$ cat src/rtl/dcr_pkg.sv
`timescale 1ns/1ps
package dcr_pkg;
  typedef enum logic [1:0] {K_REQ = 2'd0, K_TGT = 2'd1, K_CNT = 2'd2, K_NONE = 2'd3} reg_kind_e;

  typedef struct packed {
    logic      hit;      // readable/writable channel byte
    logic      shared;   // byte chosen through the pointer
    logic      clr;      // pointer clear command (write only)
    logic      ch;       // channel number
    reg_kind_e kind;
    logic [1:0] bsel;    // direct byte, or base byte of a shared pair
  } dec_t;

  localparam logic [15:0] A_CLR_HI   = 16'hF00C;
  localparam logic [15:0] A_CLR_LO   = 16'h000C;
  localparam logic [15:0] A0_REQ_LO  = 16'hF010;
  localparam logic [15:0] A0_REQ_HI  = 16'hF011;
  localparam logic [15:0] A0_TGT_SH  = 16'hF000;
  localparam logic [15:0] A0_TGT_B2  = 16'hF087;
  localparam logic [15:0] A0_TGT_B3  = 16'hF086;
  localparam logic [15:0] A0_CNT_SH  = 16'hF001;
  localparam logic [15:0] A0_CNT_B2  = 16'hF098;
  localparam logic [15:0] A1_REQ_LO  = 16'hF012;
  localparam logic [15:0] A1_REQ_HI  = 16'hF013;
  localparam logic [15:0] A1_TGT_SH  = 16'hF002;
  localparam logic [15:0] A1_TGT_B2  = 16'hF083;
  localparam logic [15:0] A1_TGT_B3  = 16'hF085;
  localparam logic [15:0] A1_CNT_SH  = 16'hF003;
  localparam logic [15:0] A1_CNT_B2  = 16'hF099;

  function automatic dec_t mk(input logic sh, input logic ch, input reg_kind_e k,
                              input logic [1:0] b);
    dec_t d;
    d.hit = 1'b1; d.shared = sh; d.clr = 1'b0; d.ch = ch; d.kind = k; d.bsel = b;
    return d;
  endfunction
endpackage

$ cat src/rtl/dcr_decode.sv
`timescale 1ns/1ps
module dcr_decode
  import dcr_pkg::*;
#(
  parameter int AW = 16
) (
  input  logic [AW-1:0] addr,
  output dec_t          dec
);
  logic [15:0] a16;
  assign a16 = 16'(addr);

  always_comb begin
    dec = '{hit: 1'b0, shared: 1'b0, clr: 1'b0, ch: 1'b0, kind: K_NONE, bsel: 2'd0};
    case (a16)
      A_CLR_HI, A_CLR_LO: dec.clr = 1'b1;
      A0_REQ_LO: dec = mk(1'b1, 1'b0, K_REQ, 2'd0);
      A0_REQ_HI: dec = mk(1'b1, 1'b0, K_REQ, 2'd2);
      A0_TGT_SH: dec = mk(1'b1, 1'b0, K_TGT, 2'd0);
      A0_TGT_B2: dec = mk(1'b0, 1'b0, K_TGT, 2'd2);
      A0_TGT_B3: dec = mk(1'b0, 1'b0, K_TGT, 2'd3);
      A0_CNT_SH: dec = mk(1'b1, 1'b0, K_CNT, 2'd0);
      A0_CNT_B2: dec = mk(1'b0, 1'b0, K_CNT, 2'd2);
      A1_REQ_LO: dec = mk(1'b1, 1'b1, K_REQ, 2'd0);
      A1_REQ_HI: dec = mk(1'b1, 1'b1, K_REQ, 2'd2);
      A1_TGT_SH: dec = mk(1'b1, 1'b1, K_TGT, 2'd0);
      A1_TGT_B2: dec = mk(1'b0, 1'b1, K_TGT, 2'd2);
      A1_TGT_B3: dec = mk(1'b0, 1'b1, K_TGT, 2'd3);
      A1_CNT_SH: dec = mk(1'b1, 1'b1, K_CNT, 2'd0);
      A1_CNT_B2: dec = mk(1'b0, 1'b1, K_CNT, 2'd2);
      default: ;
    endcase
  end
endmodule

$ cat src/rtl/dcr_byteptr.sv
`timescale 1ns/1ps
module dcr_byteptr (
  input  logic clk,
  input  logic rst,
  input  logic rd,
  input  logic wr,
  input  logic shared,
  input  logic clr,
  output logic rd_go,
  output logic wr_go,
  output logic bp
);
  logic rd_q, wr_q;

  // one access per strobe rising edge; write wins when both rise
  assign wr_go = wr & ~wr_q;
  assign rd_go = rd & ~rd_q & ~wr_go;

  always_ff @(posedge clk) begin
    if (rst) begin
      rd_q <= 1'b0;
      wr_q <= 1'b0;
      bp   <= 1'b0;
    end else begin
      rd_q <= rd;
      wr_q <= wr;
      if (wr_go && clr)
        bp <= 1'b0;
      else if ((rd_go || wr_go) && shared)
        bp <= ~bp;
    end
  end
endmodule

$ cat src/rtl/dcr_channel.sv
`timescale 1ns/1ps
module dcr_channel
  import dcr_pkg::*;
#(
  parameter int REQ_BITS = 32,
  parameter int TGT_BITS = 32,
  parameter int CNT_BITS = 24
) (
  input  logic                clk,
  input  logic                rst,
  input  logic                wr_en,
  input  reg_kind_e           kind,
  input  logic [1:0]          bidx,
  input  logic [7:0]          wdata,
  output logic [REQ_BITS-1:0] req_o,
  output logic [TGT_BITS-1:0] tgt_o,
  output logic [CNT_BITS-1:0] cnt_o,
  output logic [7:0]          rd_byte
);
  localparam int RB = REQ_BITS / 8;
  localparam int TB = TGT_BITS / 8;
  localparam int CB = CNT_BITS / 8;

  logic [RB-1:0][7:0] req_q;
  logic [TB-1:0][7:0] tgt_q;
  logic [CB-1:0][7:0] cnt_q;

  for (genvar b = 0; b < RB; b++) begin : g_req
    always_ff @(posedge clk) begin
      if (rst) req_q[b] <= 8'h00;
      else if (wr_en && kind == K_REQ && bidx == 2'(b)) req_q[b] <= wdata;
    end
  end
  for (genvar b = 0; b < TB; b++) begin : g_tgt
    always_ff @(posedge clk) begin
      if (rst) tgt_q[b] <= 8'h00;
      else if (wr_en && kind == K_TGT && bidx == 2'(b)) tgt_q[b] <= wdata;
    end
  end
  for (genvar b = 0; b < CB; b++) begin : g_cnt
    always_ff @(posedge clk) begin
      if (rst) cnt_q[b] <= 8'h00;
      else if (wr_en && kind == K_CNT && bidx == 2'(b)) cnt_q[b] <= wdata;
    end
  end

  assign req_o = req_q;
  assign tgt_o = tgt_q;
  assign cnt_o = cnt_q;

  always_comb begin
    rd_byte = 8'h00;
    case (kind)
      K_REQ: if (int'(bidx) < RB) rd_byte = req_q[bidx];
      K_TGT: if (int'(bidx) < TB) rd_byte = tgt_q[bidx];
      K_CNT: if (int'(bidx) < CB) rd_byte = cnt_q[bidx];
      default: rd_byte = 8'h00;
    endcase
  end
endmodule

$ cat src/rtl/dma_chreg_file.sv
`timescale 1ns/1ps
module dma_chreg_file
  import dcr_pkg::*;
#(
  parameter int AW       = 16,
  parameter int REQ_BITS = 32,
  parameter int TGT_BITS = 32,
  parameter int CNT_BITS = 24
) (
  input  logic                     clk,
  input  logic                     rst,
  input  logic [AW-1:0]            host_addr,
  input  logic [7:0]               host_wdata,
  input  logic                     host_rd,
  input  logic                     host_wr,
  output logic [7:0]               host_rdata,
  output logic [1:0][REQ_BITS-1:0] req_addr,
  output logic [1:0][TGT_BITS-1:0] tgt_addr,
  output logic [1:0][CNT_BITS-1:0] byte_cnt
);
  localparam int NCH = 2;

  dec_t       dec;
  logic       rd_go, wr_go, bp_q;
  logic       dec_shared, dec_hit;
  logic [1:0] bidx;
  logic [NCH-1:0][7:0] ch_rd;

  dcr_decode #(.AW(AW)) u_dec (.addr(host_addr), .dec(dec));

  assign dec_shared = dec.hit & dec.shared;
  assign dec_hit    = dec.hit;

  dcr_byteptr u_bp (
    .clk(clk), .rst(rst), .rd(host_rd), .wr(host_wr),
    .shared(dec_shared), .clr(dec.clr),
    .rd_go(rd_go), .wr_go(wr_go), .bp(bp_q)
  );

  // pointer picks the half of a shared pair; direct bytes use their own index
  assign bidx = dec.shared ? {dec.bsel[1], bp_q} : dec.bsel;

  for (genvar c = 0; c < NCH; c++) begin : g_ch
    dcr_channel #(.REQ_BITS(REQ_BITS), .TGT_BITS(TGT_BITS), .CNT_BITS(CNT_BITS)) u_ch (
      .clk(clk), .rst(rst),
      .wr_en(wr_go && dec.hit && (dec.ch == 1'(c))),
      .kind(dec.kind), .bidx(bidx), .wdata(host_wdata),
      .req_o(req_addr[c]), .tgt_o(tgt_addr[c]), .cnt_o(byte_cnt[c]),
      .rd_byte(ch_rd[c])
    );
  end

  always_ff @(posedge clk) begin
    if (rst)
      host_rdata <= 8'h00;
    else if (rd_go)
      host_rdata <= dec.hit ? ch_rd[dec.ch] : 8'h00;
  end
endmodule

$ cat config.mk
export PLATFORM = sky130hd
export DESIGN_NAME = dma_chreg_file
export DESIGN_NICKNAME = d
export VERILOG_FILES = /design/src/rtl/dcr_pkg.sv /design/src/rtl/dcr_decode.sv /design/src/rtl/dcr_byteptr.sv /design/src/rtl/dcr_channel.sv /design/src/rtl/dma_chreg_file.sv
export SDC_FILE = /design/constraint.sdc
export NUM_CORES = 1
export LEC_CHECK = 0
export CAP_MARGIN = 20
export CORE_MARGIN = 2
export CORE_UTILIZATION = 65
export CTS_CLUSTER_SIZE = 12
export DETAILED_ROUTE_END_ITERATION = 7
export DONT_BUFFER_PORTS = 1
export PLACE_DENSITY = 0.85
export SLEW_MARGIN = 40
export SYNTH_ARGS = -nofsm -noshare
export SYNTH_HDL_FRONTEND = slang
export SYNTH_SLANG_ARGS = --single-unit
$ cat constraint.sdc
create_clock -name clk -period 5.83 [get_ports clk]
set_input_delay 0 -clock clk [delete_from_list [all_inputs] [get_ports clk]]
set_output_delay 0 -clock clk [all_outputs]
set_load 0.01 [all_outputs]
Word level (Yosys, flattened, before mapping)
Index checks and enable logic that the tools add are counted.
{"block": "totals", "reg_bits": 187, "inputBits": 28}
{"block": "op_classes", "magnitude_cmp": 3, "n_eq_ne": 21, "mux": 23, "bitwise": 9, "reduce_logical": 40}
{"cell": "$eq A16 B16 Y1 const B", "count": 15}
{"cell": "$bmux W8 S2", "count": 6}
{"cell": "$mux W8", "count": 11}
{"cell": "$pmux W5 S14", "count": 1}
{"cell": "$pmux W8 S3", "count": 2}
{"cell": "$logic_and A1 B1 Y1", "count": 33}
{"cell": "$eq A16 B4 Y1 const B", "count": 1}
{"cell": "$reduce_or A8 Y1", "count": 1}
{"cell": "$eq A2 B2 Y1 const B", "count": 3}
{"cell": "$reduce_or A6 Y1", "count": 1}
{"cell": "$not A1 Y1", "count": 5}
{"cell": "$and A1 B1 Y1", "count": 4}
{"cell": "$eq A2 B1 Y1 const B", "count": 2}
{"cell": "$logic_not A2 Y1", "count": 2}
{"cell": "$pmux W2 S2", "count": 1}
{"cell": "$reduce_or A2 Y1", "count": 2}
{"cell": "$lt A2 B3 Y1 const B", "count": 1}
{"cell": "$lt A1 B2 Y1 const B", "count": 1}
{"cell": "$lt A2 B2 Y1 const B", "count": 1}
{"cell": "$mux W1", "count": 2}
{"cell": "$logic_or A1 B1 Y1", "count": 1}

Depth between registers and ports, before layout
Gate-level depths: netlist of run 1.
{"block": "logic_depth", "ltp_word": 11, "depth_mapped": 10, "ltp_nobuf": 7}

Hierarchy
From an unflattened synthesis of run 1, not the netlist that was laid out.
{"block": "unflattened", "hier_cells": 1025, "area_unflattened_um2": 8758.4}
{"mod": "dcr_channel", "n_inst": 2, "cells_each": 470, "area_each_um2": 3988.8, "seq_area_each_um2": 1761.7}
{"mod": "dma_chreg_file", "n_inst": 1, "cells_each": 32, "area_each_um2": 385.4, "seq_area_each_um2": 160.2}
{"mod": "dcr_decode", "n_inst": 1, "cells_each": 40, "area_each_um2": 256.5, "seq_area_each_um2": 0.0}
{"mod": "dcr_byteptr", "n_inst": 1, "cells_each": 13, "area_each_um2": 138.9, "seq_area_each_um2": 60.1}

Worst setup path after synthesis of run 1
OpenSTA, ideal clock, no wires.
{"block": "synth_timing", "kind": "input-to-reg", "from": "in host_addr[1]", "to": "reg host_rdata[7]", "arrival_ns": 1.964, "required_ns": 5.704, "slack_ns": 3.740, "stages": 8, "path_buffers": 2, "path_cell_list": "buf_6 > maj3_2 > and3_1 > o21ai_2 > buf_2 > mux4_2 > a221oi_1 > a21oi_1"}
{"block": "synth_between", "elab_chain_cells": 11, "word_cells_on_any_way": 42}
{"item": "start: declaration", "line_no": "dma_chreg_file.sv:12", "rtl": "input logic [AW-1:0] host_addr,"}
{"item": "$eq A16 B16 Y1", "line_no": "dcr_decode.sv:15", "rtl": "case (a16)"}
{"item": "$reduce_or A8 Y1 (no source line) or $reduce_or A6 Y1 (tied branches)"}
{"item": "$pmux W2 S2", "line_no": "dcr_decode.sv:15"}
{"item": "$mux W1", "line_no": "dma_chreg_file.sv:41", "rtl": "assign bidx = dec.shared ? {dec.bsel[1], bp_q} : dec.bsel;"}
{"item": "$bmux W8 S2", "line_no": "dcr_channel.sv:56", "rtl": "K_CNT: if (int'(bidx) < CB) rd_byte = cnt_q[bidx];"}
{"item": "$mux W8 (not written as such)", "line_no": "dcr_channel.sv:56"}
{"item": "$mux W8", "line_no": "dcr_channel.sv:56"}
{"item": "$pmux W8 S3", "line_no": "dcr_channel.sv:53", "rtl": "case (kind)"}
{"item": "$mux W8 (not written as such) (2 in a row)", "line_no": "dma_chreg_file.sv:57", "rtl": "host_rdata <= dec.hit ? ch_rd[dec.ch] : 8'h00;"}
{"item": "$mux W8 *", "line_no": "dma_chreg_file.sv:57"}
{"item": "end signal: assignment", "line_no": "dma_chreg_file.sv:57"}
{"item": "end: declaration", "line_no": "dma_chreg_file.sv:16", "rtl": "output logic [7:0] host_rdata,"}
Mark *: on every way between the ends. The rest lies on a longest branch, timed or not. The select of a mux whose other input is x is not followed.
A chain may end at the register's enable or synchronous reset.

Worst setup path in the final report of run 1
{"block": "layout_timing", "from": "in host_addr[8]", "to": "reg host_rdata[4]"}
Same word-level chain as after synthesis.

==> results of run 1 <==
==> cell usage in the layout (no fill, tap or decap), types with 4 or more instances in the layout <==
master         instances
nor2_1               171
nand3_2                4
buf_4                  5
dfxtp_1              187
o22ai_1                7
dlygate4sd3_1          6
clkinv_2               4
nand4_2                7
a31oi_1                8
a21oi_1               24
o21ai_0                7
buf_2                  8
mux2i_1              190
and3_1                 6
a221oi_1              10
clkbuf_16             17
a22oi_1                7
mux4_2                16
a211oi_1               6
o41ai_1                8
a32oi_1                4
nand3_1               10
nand2_1               89
==> metal layers <==
layer / vias up / global-route usage (%)
met5: - / 0
met3: 88 / 16.0
li1: 3119 / -
met2: 519 / 55.3
met1: 3410 / 45.5
met4: 0 / 16.8
==> state kept, by name (all words and copies together) (netlist names) <==
| name | count |
|---|---|
| g_ch.u_ch.cnt_o | 48 |
| g_ch.u_ch.req_o | 64 |
| g_ch.u_ch.tgt_o | 64 |
| host_rdata | 8 |
| u_bp.bp | 1 |
| u_bp.rd_q | 1 |
| u_bp.wr_q | 1 |
==> power groups by stage <==
stage               Combinational, mW  Clock (mW)  Sequential (mW)
floorplan                      0.0536           0             1.31
global placement               0.0246           0             1.31
detailed placement             0.0257           0             1.31
CTS                            0.0742        1.19             1.28
global route                   0.0785        1.25             1.28
finish                         0.0743        1.19             1.28
==> kinds of logic (layout without fill, tap and decap cells) <==
family | count (synthesis) | after routing | share of synthesized area, %
buffers and inverters | 72 | 55 | 4.19
AND/OR/NAND/NOR | 328 | 328 | 18.2
XOR/XNOR | 2 | 2 | 0.201
flip-flops | 187 | 187 | 43.0
adder cells (fa/ha/maj) | 1 | 1 | 0.129
AO/OA/AOI/OAI | 101 | 101 | 8.33
multiplexers | 206 | 206 | 26.0
==> worst paths after layout <==
check | start | to | slack, ps | cells after the start
setup / recovery | host_addr[8] | host_rdata[4] | 2530 | 9
hold reg to reg | g_ch[1].u_ch.req_o[25] | g_ch[1].u_ch.req_o[25] | 520 | 2
setup reg to reg | u_bp.bp | host_rdata[4] | 2770 | 7
hold / removal | rst | g_ch[0].u_ch.cnt_o[15] | 20 | 2
==> area by class of cell <==
cell class,instances,area share (%)
Multi-Input combinational cell,638,49.5
Sequential cell,187,39.9
Clock inverter,11,1.52
Clock buffer,21,4.91
Inverter,3,0.120
Tap cell,176,2.35
Timing Repair Buffer,20,1.76
==> worst max-delay path: cells and delay by family <==
| kind | cells | cell delay [ps] |
|---|---|---|
| and+or+nand+nor | 3 | 1760 |
| AOI/OAI and AO/OA | 3 | 610 |
| muxes | 1 | 210 |
| buffers and inverters | 2 | 1010 |
==> metrics.md, run 1 <==
| Metric | Value |
|---|---|
| Status | complete, no violations |
| Dpl cells | 1,009 |
| Combinational power share | 2.9% |
| VDD IR max | 237 µV |
| Drt first pass iters | 6 |
| Clk pwr share | 46.8% |
| DR WL met2 | 11,600 µm |
| Pre-CTS setup slack | 2620 ps |
| Total number of H-tree levels | 4 |
| Synthesis-to-finish area growth | 7.74% |
| Ys async rst share | 0% |
| Count leader, synth | mux2i_1 |
| Total design power | 2.54 mW |
| Post-cts sizing count | 0 |
| Synth area leaders | dfxtp_1 (43%), mux2i_1 (22%), nor2_1 (7.4%) |
| CTS tree | built |
| Maxcap violations | 0 |
| Register area share after synthesis | 43.0% |
| Cell Rows | 42 |
| Area of the multi-input gates | 4640 µm² |
| Crit-path cells | dlygate4sd3_1 > nor4_4 > and3b_1 > and2_2 > buf_4 > mux2i_1 > o21ai_0 > o41ai_1 > a22oi_1 |
| FMAX | 0.303 GHz |
| Critical Path Max Stage Delay | 780 ps |
| Setup TNS | 0 ps |
| Share of the synthesized area in the top cell type | 43.0% |
| Port bufs | 0 |
| Arrival time worst endpoint | 3600 ps |
| CTS buffer count | 17 |
| Grt total ovfl | 0 |
| Vias in the first global route | 6,728 |
| Worst hold path class | in2reg |
| Clk Tree Root Cell | clkbuf_16 |
| Synth top cells by count | mux2i_1 (190), dfxtp_1 (187), nor2_1 (171) |
| CP Data Required Time | 6130 ps |
| Total track usage | 36.7% |
| Final core occ | 71.2% |
| Post-route ant nets | 0 |
| CP endpoint kind | flop |
| Synth area leader | dfxtp_1 |
| Reg power frac | 50.2% |
| Part of the cycle the worst path needs | 56.5% |
| Die Area | 14,300 µm² |
| Sink Count | 187 |
| Worst Slack Setup Final | 2530 ps |
| CP Class | in2reg |
| Slowest CP cell | and2_2 |
| Routability cong. | 1.00 |
| Initial core utilization | 66.0% |
| Ys Warns | 0 |
| Worst slew margin | 44.0% |
| Count of cell types in the netlist | 69 |
| Initial DRC count | 745 |
| Syn avg cell area | 9.71 µm² |
| #FFs+latches synth | 187 |
| # setup viols final | 0 |
| Worst Max-Slew Pin Slew | 841 ps |
| RSZ-0062 raised after global routing | false |
| Final hold slack | 21.9 ps |
| Largest net degree at the start of global routing | 182 |
| PwrDens | 271 nW/µm² |
| Final-report hold violation count | 0 |
| CTS max path bufs | 2 |
| Residual DRC | 0 |
| Top_reg_cell synth | dfxtp_1 |
| Min cycle time layout | 3300 ps |
| Antenna violations before repair | 0 |
| Via count | 7,136 |
| Setup crit start kind | input port |
| Clock latency on the worst-skew pair | 440 ps |
| Static leakage | 4.25 nW |
| Psw | 0.554 mW |
| Filler Cells Inserted | 973 |
| Chip width | 120 µm |
| Post-synth EDFFs | 0 |
| Proportion of layout cells with a drive suffix above 1 | 10.9% |
| Syn Inst Count | 897 |
| Syn nets | 925 |
| Global-route wire length before repair | 40,000 µm |
| WL/cell | 25.2 µm |
| Dpl hpwl | 18,400 µm |
| Sequential Area | 3740 µm² |
| Antenna Cells | 0 |
| CTS Hold Buffers Added | 15 |
| Post-CTS Repair Setup Buffers | 0 |
| Sw Share | 21.8% |
| Fin cells | 1,056 |
| CP Max Fanout | 24 |
| Skew final | 8.22 ps |
| Highest Signal Layer | met4 |
| Met3 WL | 3720 µm |
| Final net count | 895 |
| Core box area | 13,200 µm² |
| Clock-pin slew on the worst setup and hold paths | 70 ps |
| Internal | 1.99 mW |
| Mapped cell area | 8710 µm² |
| Post-route cell area | 9390 µm² |
| Vias/cell | 6.76 |
| DP Area | 8650 µm² |
| Pins Over Slew Limit | 0 |
| Die Y-Extent | 120 µm |
| Drt total wl | 26,600 µm |
| I/O Pins | 212 |
| Wl on met1 | 10,100 µm |
(Power assumes the default switching activity.)
==> run 2, diff against run 1 <==
Settings changed: CORE_UTILIZATION 65 to 57, PLACE_DENSITY 0.85 to 0.79.
Clock period 5.83 ns to 2.8 ns, I/O delays scaled along.
==> metrics.md, run 2 (synthesis results as in run 1) <==
| Metric | Value |
|---|---|
| Commonest non-fill, non-tap cell in the layout | mux2i_1 (unchanged) |
| Sw Share | 22.3% (was 21.8%) |
| Total number of H-tree levels | 4 (unchanged) |
| Antenna Cells | 0 (unchanged) |
| Most frequent cells in the layout | mux2i_1 (190), dfxtp_1 (187), nor2_1 (171), nand2_1 (89), dlygate4sd3_1 (33) (was mux2i_1 (190), dfxtp_1 (187), nor2_1 (171), nand2_1 (89), a21oi_1 (24)) |
| Sequential Area | 3740 µm² (unchanged) |
| Residual DRC | 0 (unchanged) |
| Routability cong. | 0.917 (was 1.00) |
| Total track usage | 34.2% (was 36.7%) |
| Global-route wire length before repair | 42,100 µm (was 40,000 µm) |
| Proportion of layout cells with a drive suffix above 1 | 12.8% (was 10.9%) |
| CP endpoint kind | flop (unchanged) |
| FMAX | 0.366 GHz |
| Skew final | 5.83 ps (was 8.22 ps) |
| VDD IR max | 519 µV (was 237 µV) |
| Final-report hold violation count | 0 (unchanged) |
| Static leakage | 4.54 nW (was 4.25 nW) |
| Reg2reg path depth | 9 (was 7) |
| Pins Over Slew Limit | 0 (unchanged) |
| Combinational power share | 2.8% (was 2.9%) |
| Initial core utilization | 57.7% (was 66.0%) |
| Worst Max-Slew Pin Slew | 832 ps (was 841 ps) |
| Vias in the first global route | 7,101 (was 6,728) |
| Final core occ | 65.3% (was 71.2%) |
| Cell Rows | 45 (was 42) |
| # setup viols final | 0 (unchanged) |
| Hold path start | rst (unchanged) |
| Dpl hpwl | 19,200 µm (was 18,400 µm) |
| Grt total ovfl | 0 (unchanged) |
| RSZ-0062 raised after global routing | false (unchanged) |
| WL/cell | 25.1 µm (was 25.2 µm) |
| Clock-pin slew on the worst setup and hold paths | 70 ps (about the same) |
| CP Max Fanout | 13 (was 24) |
| Port bufs | 0 (unchanged) |
| CP Data Required Time | 3130 ps (was 6130 ps) |
| R2R Setup Slk | 60 ps (was 2770 ps) |
| Die Area | 16,300 µm² (was 14,300 µm²) |
| Sink Count | 187 (unchanged) |
| Top delay family on crit path | buffers and inverters (was simple AND/OR/NAND/NOR gates) |
| Setup TNS | 0 ps (unchanged) |
| Critical Path Max Stage Delay | 580 ps (was 780 ps) |
| CP Class | reg2reg (was in2reg) |
| Setup crit start kind | flop (was input port) |
| Final net count | 945 (was 895) |
| Total design power | 5.23 mW (was 2.54 mW) |
| CTS tree | built (unchanged) |
| Vias/cell | 6.52 (was 6.76) |
| I/O Pins | 212 (unchanged) |
| RR Startpoint | u_bp.wr_q (was u_bp.bp) |
| Filler Cells Inserted | 1,214 (was 973) |
| Largest net degree at the start of global routing | 156 (was 182) |
| Worst hold path class | in2reg (unchanged) |
| Clk Tree Root Cell | clkbuf_16 (unchanged) |
| Slowest CP cell | dlygate4sd3_1 (was and2_2) |
| Part of the cycle the worst path needs | 97.7% |
| Post-route ant nets | 0 (unchanged) |
| Synthesis-to-finish area growth | 13.1% (was 7.74%) |
| Die Y-Extent | 128 µm (was 120 µm) |
| Antenna violations before repair | 0 (unchanged) |
| CTS max path bufs | 2 (unchanged) |
| Worst slew margin | 44.3% (was 44.0%) |
| Area of the multi-input gates | 4620 µm² (was 4640 µm²) |
| Reg power frac | 50.8% (was 50.2%) |
| Via count | 7,294 (was 7,136) |
| Drt first pass iters | 7 (was 6) |
| Initial DRC count | 725 (was 745) |
| Min cycle time layout | 2740 ps |
| Chip width | 128 µm (was 120 µm) |
| Internal | 4.06 mW (was 1.99 mW) |
| Crit-path cells | nand2b_1 > or3_1 > a211oi_2 > buf_6 > and3_1 > buf_4 > mux2i_1 > nor2_1 > dlygate4sd3_1 (was dlygate4sd3_1 > nor4_4 > and3b_1 > and2_2 > buf_4 > mux2i_1 > o21ai_0 > o41ai_1 > a22oi_1) |
| Clock latency on the worst-skew pair | 440 ps (about the same) |
| CTS buffer count | 17 (unchanged) |
| PwrDens | 531 nW/µm² (was 271 nW/µm²) |
| Post-CTS Repair Setup Buffers | 0 (unchanged) |
| Core box area | 15,100 µm² (was 13,200 µm²) |
| Hold Path Depth | 2 (unchanged) |
| Psw | 1.17 mW (was 0.554 mW) |
| Drt total wl | 28,000 µm (was 26,600 µm) |
| Hold Path End | g_ch[0].u_ch.cnt_o[15] (unchanged) |
| Reg2Reg Capture Point | g_ch[1].u_ch.cnt_o[22] (was host_rdata[4]) |
| Arrival time worst endpoint | 3060 ps (was 3600 ps) |
| WP buf/inv | 3 (was 2) |
| Maxcap violations | 0 (unchanged) |
| Status | complete, no violations (unchanged) |
| Clk pwr share | 46.4% (was 46.8%) |
-- run 2: changes by cell type in the layout (fill, tap and decap cells not counted), moves of 2 or more --
| cell | previous run | this run |
|---|---|---|
| dlygate4sd3_1 | 6 | 33 |
| buf_4 | 5 | 26 |
| clkinv_4 | 1 | 4 |
| buf_12 | 0 | 2 |
| buf_2 | 8 | 6 |
| buf_6 | 0 | 2 |
| clkbuf_1 | 2 | 0 |
| nor4_4 | 3 | 1 |
-- run 2: worst max-delay path by stage --
stage	from	endpoint	slack [ps]	cells past startpoint
after floorplan	host_addr[1]	host_rdata[7]	710	8
after global placement	host_addr[5]	host_rdata[4]	380	8
after detailed placement	host_addr[5]	host_rdata[4]	290	8
after CTS	u_bp.wr_q	g_ch[1].u_ch.cnt_o[22]	110	9
after global routing	u_bp.wr_q	g_ch[1].u_ch.cnt_o[22]	5	9
final	u_bp.wr_q	g_ch[1].u_ch.cnt_o[22]	60	9
-- run 2: per-layer routing --
layer | GRT usage, % | share of wire (%) | vias up
li1 | - | - | 3228
met2 | 55.2 | 47 | 456
met4 | 12.5 | 2.8 | 0
met5 | 0 | 0 | -
met3 | 15.9 | 14 | 66
met1 | 40.0 | 37 | 3544
-- run 2: worst register-to-register path, stage by stage (launching register included) --
cell           delay (ps)
dfxtp_1               290
nand2b_1              230
or3_1                 390
a211oi_2              240
buf_6                 210
and3_1                180
buf_4                 210
mux2i_1               230
nor2_1                 60
dlygate4sd3_1         580
-- run 2: what timing repair did --
item / in CTS / in global routing
endpoints found under the setup margin: 0 / 9
hold endpoints to repair: 187 / 0
resized for setup: 0 / 3
hold buffers: 40 / 0
-- run 2: through the flow --
step | hold WS [ps] | worst slack [ps] | instances | instance area (µm²)
4_1_cts | 51.2 | 106 | 1118 | 9870
5_1_grt | 56.4 | 4.69 | 1118 | 9850
6_report | 14.9 | 64.2 | 1118 | 9850
3_5_place_dp | 87.7 | 293 | 1046 | 8850
2_1_floorplan | 128 | 710 | 897 | 8710
3_3_place_gp | 85.1 | 377 | 1046 | 8850
-- run 2: area by class of cell --
type,count,share of cell area [%]
Clock inverter,13,1.45
Timing Repair Buffer,70,6.56
Multi-Input combinational cell,638,46.9
Clock buffer,19,4.60
Tap cell,188,2.39
Inverter,3,0.114
Sequential cell,187,38.0
-- run 2: power groups by stage --
stage                     clock, mW  combinational (mW)  sequential (mW)
after floorplan                   0               0.112             2.72
after global placement            0              0.0523             2.72
after detailed placement          0              0.0534             2.72
after CTS                      2.44               0.144             2.66
after global routing           2.57               0.153             2.66
final                          2.43               0.145             2.66
